$ cat src/rtl/vslot_pkg.sv
package vslot_pkg;
  // Slot kind chosen at the frame sync
  typedef enum logic [1:0] {
    SLOT_CODE = 2'd0,
    SLOT_LIN  = 2'd1,
    SLOT_RAW  = 2'd2
  } slot_kind_t;
endpackage

$ cat src/rtl/vslot_sel.sv
module vslot_sel
  import vslot_pkg::*;
#(
  parameter int CODE_W = 4,
  parameter int PCM_W  = 8,
  localparam int LW    = $clog2(PCM_W + 1)
) (
  input  logic              dthru_en,
  input  logic              thru_en,
  input  logic              mute,
  input  logic              src_sel,
  input  logic [CODE_W-1:0] tc_code,
  input  logic [PCM_W-1:0]  lin_a,
  input  logic [PCM_W-1:0]  lin_b,
  input  logic [CODE_W-1:0] raw_a,
  input  logic [CODE_W-1:0] raw_b,
  output logic [PCM_W-1:0]  word_al,
  output logic [LW-1:0]     word_len,
  output slot_kind_t        kind
);
  localparam int PAD = PCM_W - CODE_W;

  logic [CODE_W-1:0] raw_pick;
  logic [PCM_W-1:0]  lin_pick;

  assign raw_pick = src_sel ? raw_b : raw_a;
  assign lin_pick = src_sel ? lin_b : lin_a;

  // fixed priority: data-through, then through, then transcoder code
  always_comb begin
    if (dthru_en)     kind = SLOT_RAW;
    else if (thru_en) kind = SLOT_LIN;
    else              kind = SLOT_CODE;
  end

  // words are left aligned so the shifter always starts at its top bit
  always_comb begin
    unique case (kind)
      SLOT_RAW: begin
        word_al  = {raw_pick, {PAD{1'b0}}};
        word_len = LW'(CODE_W);
      end
      SLOT_LIN: begin
        word_al  = mute ? '0 : lin_pick;
        word_len = LW'(PCM_W);
      end
      default: begin
        word_al  = mute ? '0 : {tc_code, {PAD{1'b0}}};
        word_len = LW'(CODE_W);
      end
    endcase
  end
endmodule

$ cat src/rtl/vslot_shift.sv
module vslot_shift #(
  parameter int W  = 8,
  localparam int LW = $clog2(W + 1)
) (
  input  logic          clk,
  input  logic          rst,
  input  logic          hold,
  input  logic          load,
  input  logic [W-1:0]  word_al,
  input  logic [LW-1:0] word_len,
  output logic          sdo,
  output logic          sdo_oe
);
  logic [W-1:0]  sh_q;
  logic [LW-1:0] left_q;

  always_ff @(posedge clk) begin
    if (rst || hold) begin
      sh_q   <= '0;
      left_q <= '0;
      sdo    <= 1'b0;
      sdo_oe <= 1'b0;
    end else if (load) begin
      sdo    <= word_al[W-1];
      sh_q   <= {word_al[W-2:0], 1'b0};
      left_q <= word_len - 1'b1;
      sdo_oe <= 1'b1;
    end else if (left_q != '0) begin
      sdo    <= sh_q[W-1];
      sh_q   <= {sh_q[W-2:0], 1'b0};
      left_q <= left_q - 1'b1;
    end else begin
      sdo    <= 1'b0;
      sdo_oe <= 1'b0;
    end
  end
endmodule

$ cat src/rtl/vslot_port.sv
module vslot_port
  import vslot_pkg::*;
#(
  parameter int CODE_W = 4,
  parameter int PCM_W  = 8
) (
  input  logic              clk,
  input  logic              rst,
  input  logic              pdn,
  input  logic              init_mode,
  input  logic              fsync,
  input  logic              src_sel,
  input  logic              thru_en,
  input  logic              dthru_en,
  input  logic              mute,
  input  logic [CODE_W-1:0] tc_code,
  input  logic [PCM_W-1:0]  lin_a,
  input  logic [PCM_W-1:0]  lin_b,
  input  logic [CODE_W-1:0] raw_a,
  input  logic [CODE_W-1:0] raw_b,
  output logic              sdo,
  output logic              sdo_oe
);
  localparam int LW = $clog2(PCM_W + 1);

  logic             hold;
  logic             load;
  logic [PCM_W-1:0] word_al;
  logic [LW-1:0]    word_len;
  slot_kind_t       kind;

  assign hold = pdn | init_mode;
  assign load = fsync & ~hold;

  vslot_sel #(.CODE_W(CODE_W), .PCM_W(PCM_W)) i_sel (
    .dthru_en (dthru_en),
    .thru_en  (thru_en),
    .mute     (mute),
    .src_sel  (src_sel),
    .tc_code  (tc_code),
    .lin_a    (lin_a),
    .lin_b    (lin_b),
    .raw_a    (raw_a),
    .raw_b    (raw_b),
    .word_al  (word_al),
    .word_len (word_len),
    .kind     (kind)
  );

  vslot_shift #(.W(PCM_W)) i_shift (
    .clk      (clk),
    .rst      (rst),
    .hold     (hold),
    .load     (load),
    .word_al  (word_al),
    .word_len (word_len),
    .sdo      (sdo),
    .sdo_oe   (sdo_oe)
  );
endmodule

$ cat config.mk
export PLATFORM = sky130hd
export DESIGN_NAME = vslot_port
export DESIGN_NICKNAME = d
export VERILOG_FILES = /design/src/rtl/vslot_pkg.sv /design/src/rtl/vslot_sel.sv /design/src/rtl/vslot_shift.sv /design/src/rtl/vslot_port.sv
export SDC_FILE = /design/constraint.sdc
export NUM_CORES = 1
export LEC_CHECK = 0
export BUFFER_PORTS_ARGS = -buffer_cell sky130_fd_sc_hd__buf_2
export CAP_MARGIN = 20
export CORE_MARGIN = 3
export CORE_UTILIZATION = 29
export CTS_CLUSTER_SIZE = 40
export DETAILED_ROUTE_END_ITERATION = 8
export PLACE_DENSITY = 0.54
export RECOVER_POWER = 50
export SETUP_SLACK_MARGIN = 0.5
export SLEW_MARGIN = 20
export SYNTH_ARGS = -nofsm -noshare
export SYNTH_HDL_FRONTEND = slang
export SYNTH_HIERARCHICAL = 1
export SYNTH_SLANG_ARGS = --single-unit
export TNS_END_PERCENT = 1
$ cat constraint.sdc
create_clock -name clk -period 4.4 [get_ports clk]
set_clock_uncertainty 0.15 [all_clocks]
set_input_delay 1.32 -clock clk [delete_from_list [all_inputs] [get_ports clk]]
set_output_delay 1.32 -clock clk [all_outputs]
set_load 0.03 [all_outputs]
* Yosys cells after proc, flatten, opt, wreduce, memory -nomap -nowiden *
Cells that the tools add are included.

storage, ports and cells
  register bits = 13
  input bits = 37
  word-level logic and storage cells = 31

operators by class
  $add $sub $neg = 2
  equal/unequal tests = 3
  mux-type cells = 16
  bitwise operators = 3
  reductions and logical operators = 3

operators with widths
  kind                                                                      number
  8-bit 2-to-1 mux                                                          5
  4-bit 2-to-1 mux                                                          4
  8-bit one-hot mux with 2 select lines                                     1
  4-bit by 1-bit subtractor with 4-bit output (second input constant)       2
  1-bit 2-to-1 mux                                                          5
  4-bit nonzero test                                                        1
  2-bit by 1-bit == test with 1-bit output (second input constant)          1
  2-bit == test (second input constant)                                     1
  2-bit 2-to-1 mux                                                          1
  2-bit by 1-bit inequality test with 1-bit output (second input constant)  1
  2-bit nonzero test                                                        1
  1-bit AND                                                                 1
  1-bit logical OR                                                          1
  1-bit NOT                                                                 1
  1-bit OR                                                                  1

* Longest topological paths before layout *
Gate-level depths: netlist of the first run.

  depth in word-level cells = 6
  mapped depth = 7
  depth with buffers taken out = 6

* Cells and area by module *
Netlist of the first run, hierarchy kept.

modules (own cells, without submodules)
  module       instances  cells each  area each (um^2)  seq. area each (um^2)
  vslot_shift  1          68          634.4             260.2
  vslot_sel    1          42          295.3             0.0
  vslot_port   1          2           13.8              0.0

* Worst setup path after synthesis of the first run *
No wires, ideal clock.

  kind = input-to-reg
  from = input init_mode
  to = register i_shift.left_q[2]
  arrival time = 2718 ps
  data required time = 4164 ps
  path slack = 1446 ps
  cell stages on the path = 7
  path buffers = 1
  cell sequence = nor3b_1 buf_2 mux2i_1 ha_1 xor2_1 a21oi_2 a211oi_1

on the way
  longest elaborated chain between the ends = 4
  elaborated cells on any way between the ends = 6
  classes of those cells = mux: 1; bitwise: 3; reduce/logical: 2

ends and longest elaborated chain
  element                                                        RTL line           text
  start, declared                                                vslot_port.sv:10   input logic init_mode,
  1-bit OR (*)                                                   vslot_port.sv:32   assign hold = pdn | init_mode;
  1-bit NOT                                                      vslot_port.sv:33   assign load = fsync & ~hold;
  1-bit AND                                                      vslot_port.sv:33
  4-bit 2-to-1 mux / 2-bit nonzero test (equally long branches)  -
  end signal, assigned                                           vslot_shift.sv:26  left_q <= word_len - 1'b1;
  end signal, assigned                                           vslot_shift.sv:31  left_q <= left_q - 1'b1;
  end, declared                                                  vslot_shift.sv:15  logic [LW-1:0] left_q;

Mark *: on every way between the ends. The rest lies on a longest branch, timed or not.
A chain may end at the register's enable or synchronous reset.

* Final worst setup path of the first run *
  from = input init_mode
  to = register i_shift.left_q[2]

on the way
  longest elaborated chain between the ends = 4
  elaborated cells on any way between the ends = 6
  classes of those cells = mux: 1; bitwise: 3; reduce/logical: 2

ends and longest elaborated chain
  element                                                        RTL line          text
  1-bit OR (*)                                                   vslot_port.sv:32
  1-bit NOT (*)                                                  vslot_port.sv:33
  1-bit AND (*)                                                  vslot_port.sv:33
  net load                                                       vslot_port.sv:27  logic load;
  4-bit 2-to-1 mux / 2-bit nonzero test (equally long branches)  -

Mark *: on every way through the listed nets, which the timed path passes. The rest lies on a longest branch.

==> results of run 1 <==
layout by cell type (no fill, tap or decap), types with 5 or more instances in the layout:
cell type  count
buf_2         35
nor2_1        12
nor3_1         6
nor3_2         6
dfxtp_1       13
o21ai_0        7
clkbuf_1       5
nor4_1         7
mux2i_1       10
nand2_1        6
worst max-delay path, stage by stage:
cell and delay, ps:
clkbuf_1 90, nor3b_2 160, clkbuf_1 810, mux2i_1 300, ha_1 230, xor2_1 180, a21oi_2 70, a211oi_1 230
power breakdown:
part           leakage, nW  internal [W]  switching, W
combinational        0.367     0.0000312     0.0000294
sequential           0.105      0.000119    0.00000153
clock               0.0150     0.0000352     0.0000380
total                0.487      0.000186     0.0000689
flip-flops by register name, summed over array words and instances (netlist names):
signal          cells
i_shift/sh_q        7
i_shift/left_q      4
i_shift/sdo         1
i_shift/sdo_oe      1
worst min-delay path by stage:
| stage | cells past startpoint | from | to |
|---|---|---|---|
| finish | 2 | i_shift/sh_q[1] | i_shift/sh_q[1] |
| global route | 2 | i_shift/sh_q[1] | i_shift/sh_q[1] |
| CTS | 2 | i_shift/sh_q[1] | i_shift/sh_q[1] |
| detailed placement | 2 | i_shift/sh_q[1] | i_shift/sh_q[1] |
| global placement | 2 | i_shift/sh_q[1] | i_shift/sh_q[1] |
| floorplan | 2 | i_shift/sh_q[1] | i_shift/sh_q[1] |
through the flow:
stage	area (um2)	utilization (%)	total power, W	hold slack (ps)
after CTS	1160	39.7	0.000259	337
final	1150	39.4	0.000255	339
after detailed placement	1130	38.8	0.000185	323
after global placement	1130	38.8	0.000184	311
after global routing	1150	39.4	0.000275	371
after floorplan	940	-	0.000166	299
routing by layer:
| metal | vias to the layer above | GRT usage (%) | share of wire [%] | routed length, um |
|---|---|---|---|---|
| met4 | 0 | 4.13 | 0.73 | 16 |
| met3 | 2 | 4.14 | 3.6 | 80 |
| met5 | - | 0 | 0 | 0 |
| met1 | 410 | 12.6 | 41 | 907 |
| li1 | 474 | - | - | - |
| met2 | 15 | 20.2 | 54 | 1200 |
area by class of cell:
class                   instances  area (um2)
repair buffers                 39         190
flip-flops and latches         13         260
clock buffers                   4        26.3
fillers                       326        1770
well taps                      42        52.6
inverters                       2        7.51
multi-input cells              89         616
==> metrics.csv, run 1 <==
metric;value;unit
outcome;finished clean;
holdBufCountCts;0;
cp.required;4440;ps
place_inst;185;
cp-start-kind;primary input;
synth_area_per_cell;8.43;um2
finalNetCount;186;
insertion_delay;280;ps
via_count;901;
place_ws;1320;ps
rows;19;
yosysWarnings;6;
instances_no_fill;189;
post_cts_resized;0;
first_global_vias;872;
port_buffers;38;
worstMarginPinSlew;1070;ps
drc;0;
worst-path-max-fanout;21;
cts_htree_levels;1;
root_buffer;clkbuf_4;
final_hold_viol_count;0;
drive_gt1_share;37.4;%
fin_crit_sh;76.3;%
setup_tns;0;ps
p_leak;0.487;nW
reg2regPathDepth;3;
synthCells;111;
hpwl;1.73;mm
fin_ws;1040;ps
drv_slew;0;
irDropWorstVdd;0.000101;V
die_w;62.8;um
critPathCapture;i_shift/left_q[2];
gp_congestion;0.692;
overflow;0;
worst_r2r_endpoint;i_shift/sh_q[2];
cap_violations;0;
routedWlPerCell;11.7;um
ant_nets;0;
io-pin-count;39;
dr.first_iter.drc_count;26;
max_freq;0.298;GHz
antenna_found_initial;0;
layout_min_cycle_time;3360;ps
power_density;221;mW/mm2
area_growth_syn_to_layout;23.1;%
cts_sinks;13;
grt_usage;11.5;%
grt_pass1_wl;3.64;mm
initial_core_util;32.0;%
cts_tree;built;
path_class;primary input to flip-flop;
path_clk_slew;70;ps
cts_setup_buffers;0;
startpoint;init_mode;
diodes;0;
reg2reg_from;i_shift/left_q[0];
netlist_area;936;um2
core_area;0.00292;mm2
wl;2.20;mm
rsz0062_at_grt;no;
relSlewSlack;28.7;%
die_y;62.8;um
vias_per_cell;4.77;
reg2reg_slack;2690;ps
grt_max_degree;22;
cts_buffers;3;
clockBufferDepth;2;
hp-class;flip-flop to flip-flop;
crit_arrival;3400;ps
finalSetupViolCount;0;
dieArea;0.00395;mm2
end_kind;flip-flop;
dr.pass1.iters;4;
Note: power is estimated with default switching activity, not from simulation.
==> run 2, diff against run 1 <==
Clock period 4.4 ns to 3.3 ns, I/O delays scaled along.
==> run 2 against run 1 <==
Against the previous run:
- final cell count stayed put
- die area unchanged
- critical path depth is 1 lower
- global-route usage fell by 0.52 points
- power rose by 36%
- non-clock buffer count did not move
- sequential cell count unchanged
- first-iteration DRC count shrank 81%
- worst hold slack lost 4.9 ps
- sequential power rose by 33%
- final area increased by 0.11%
- critical path type unchanged
- largest cell class unchanged
==> metrics.csv, run 2 (synthesized netlist as in run 1, its figures left out) <==
metric;value;unit
wl;2.23;mm
vias_per_cell;4.72;
grt_max_degree;20;
dr.pass1.iters;4;
overflow;0;
top_regs;i_shift/sh_q x7, i_shift/left_q x4;
finalPower;0.000347;W
end_kind;flip-flop;
layout_commonest_cell;buf_2;
clockBufferDepth;2;
post_cts_resized;0;
irDropWorstVdd;0.000151;V
die_y;62.8;um
worst-path-max-fanout;3;
root_buffer;clkbuf_4;
via_count;892;
outcome;finished clean;
layout_min_cycle_time;2510;ps
hp-class;flip-flop to flip-flop;
die_w;62.8;um
power_density;301;mW/mm2
diodes;0;
grt_usage;11.0;%
layout_common_cells;buf_2 (36), dfxtp_1 (13), nor2_1 (12);
hpwl;1.76;mm
fin_crit_sh;76.2;%
max_freq;0.398;GHz
holdBufCountCts;0;
area_growth_syn_to_layout;23.3;%
antenna_found_initial;0;
finish.instance_area;0.00115;mm2
core_area;0.00292;mm2
largest_register_ffs;7;
gp_congestion;0.721;
setup_tns;0;ps
finalNetCount;186;
initial_core_util;32.0;%
placed_area;0.00113;mm2
crit_arrival;2580;ps
finalSetupViolCount;0;
path_class;primary input to flip-flop;
cp.required;3360;ps
relSlewSlack;64.0;%
first_global_vias;881;
drv_slew;0;
p_leak;0.495;nW
io-pin-count;39;
rsz0062_at_grt;no;
drc;0;
insertion_delay;290;ps
worstMarginPinSlew;538;ps
cts_sinks;13;
cts_setup_buffers;0;
rows;19;
drive_gt1_share;39.5;%
routedWlPerCell;11.8;um
final_hold_viol_count;0;
ant_nets;0;
cts_tree;built;
dieArea;0.00395;mm2
dr.first_iter.drc_count;5;
cts_buffers;3;
port_buffers;38;
path_clk_slew;80;ps
grt_pass1_wl;3.52;mm
cap_violations;0;
top_register;i_shift/sh_q;
cts_htree_levels;1;
cp-start-kind;primary input;
-- run 2: cell count changes in the layout (fill, tap and decap cells not counted), sizes merged --
cell,change
buf,+2
clkinv,+1
clkbuf,-3
-- run 2: layer usage --
| metal | vias to the layer above | global-route usage, % | share of wire [%] |
|---|---|---|---|
| met5 | - | 0 | 0 |
| met4 | 0 | 3.58 | 0.49 |
| met3 | 3 | 4.14 | 4.2 |
| met2 | 13 | 20.4 | 52 |
| met1 | 409 | 11.3 | 43 |
| li1 | 467 | - | - |
-- run 2: worst max-delay path: stages --
cell      delay, ps
buf_2           100
nor3b_1         470
mux2i_1         300
ha_1            230
xor2_1          190
a21oi_2          70
a211oi_1        210
-- run 2: cell type report --
class	count	area (um2)
clock buffers	3	22.5
clock inverters	1	5.00
fillers	309	1770
inverters	2	7.51
multi-input cells	89	611
flip-flops and latches	13	260
well taps	42	52.6
repair buffers	39	195
-- run 2: metrics by stage --
| step | hold WS (ps) | setup slack [ps] | std cells | util (%) |
|---|---|---|---|---|
| 6_report | 334 | 785 | 189 | 39.5 |
| 5_1_grt | 364 | 660 | 189 | 39.5 |
| 4_1_cts | 338 | 952 | 189 | 39.7 |
| 3_5_place_dp | 326 | 666 | 185 | 38.8 |
| 3_3_place_gp | 327 | 671 | 185 | 38.8 |
| 2_1_floorplan | 299 | 676 | 112 | - |
-- run 2: worst paths after layout --
check / start / end / slack [ps] / cells past startpoint
worst min-delay path: i_shift/sh_q[1] / i_shift/sh_q[1] / 330 / 2
worst max register to register: i_shift/left_q[0] / i_shift/sh_q[2] / 1620 / 3
worst min register to register: i_shift/sh_q[1] / i_shift/sh_q[1] / 330 / 2
worst max-delay path: init_mode / i_shift/left_q[2] / 790 / 7
-- run 2: power breakdown --
part	switching [W]	leakage (nW)	internal (W)
Clock	0.0000593	0.0177	0.0000452
Sequential	0.00000204	0.105	0.000159
Combinational	0.0000395	0.372	0.0000419
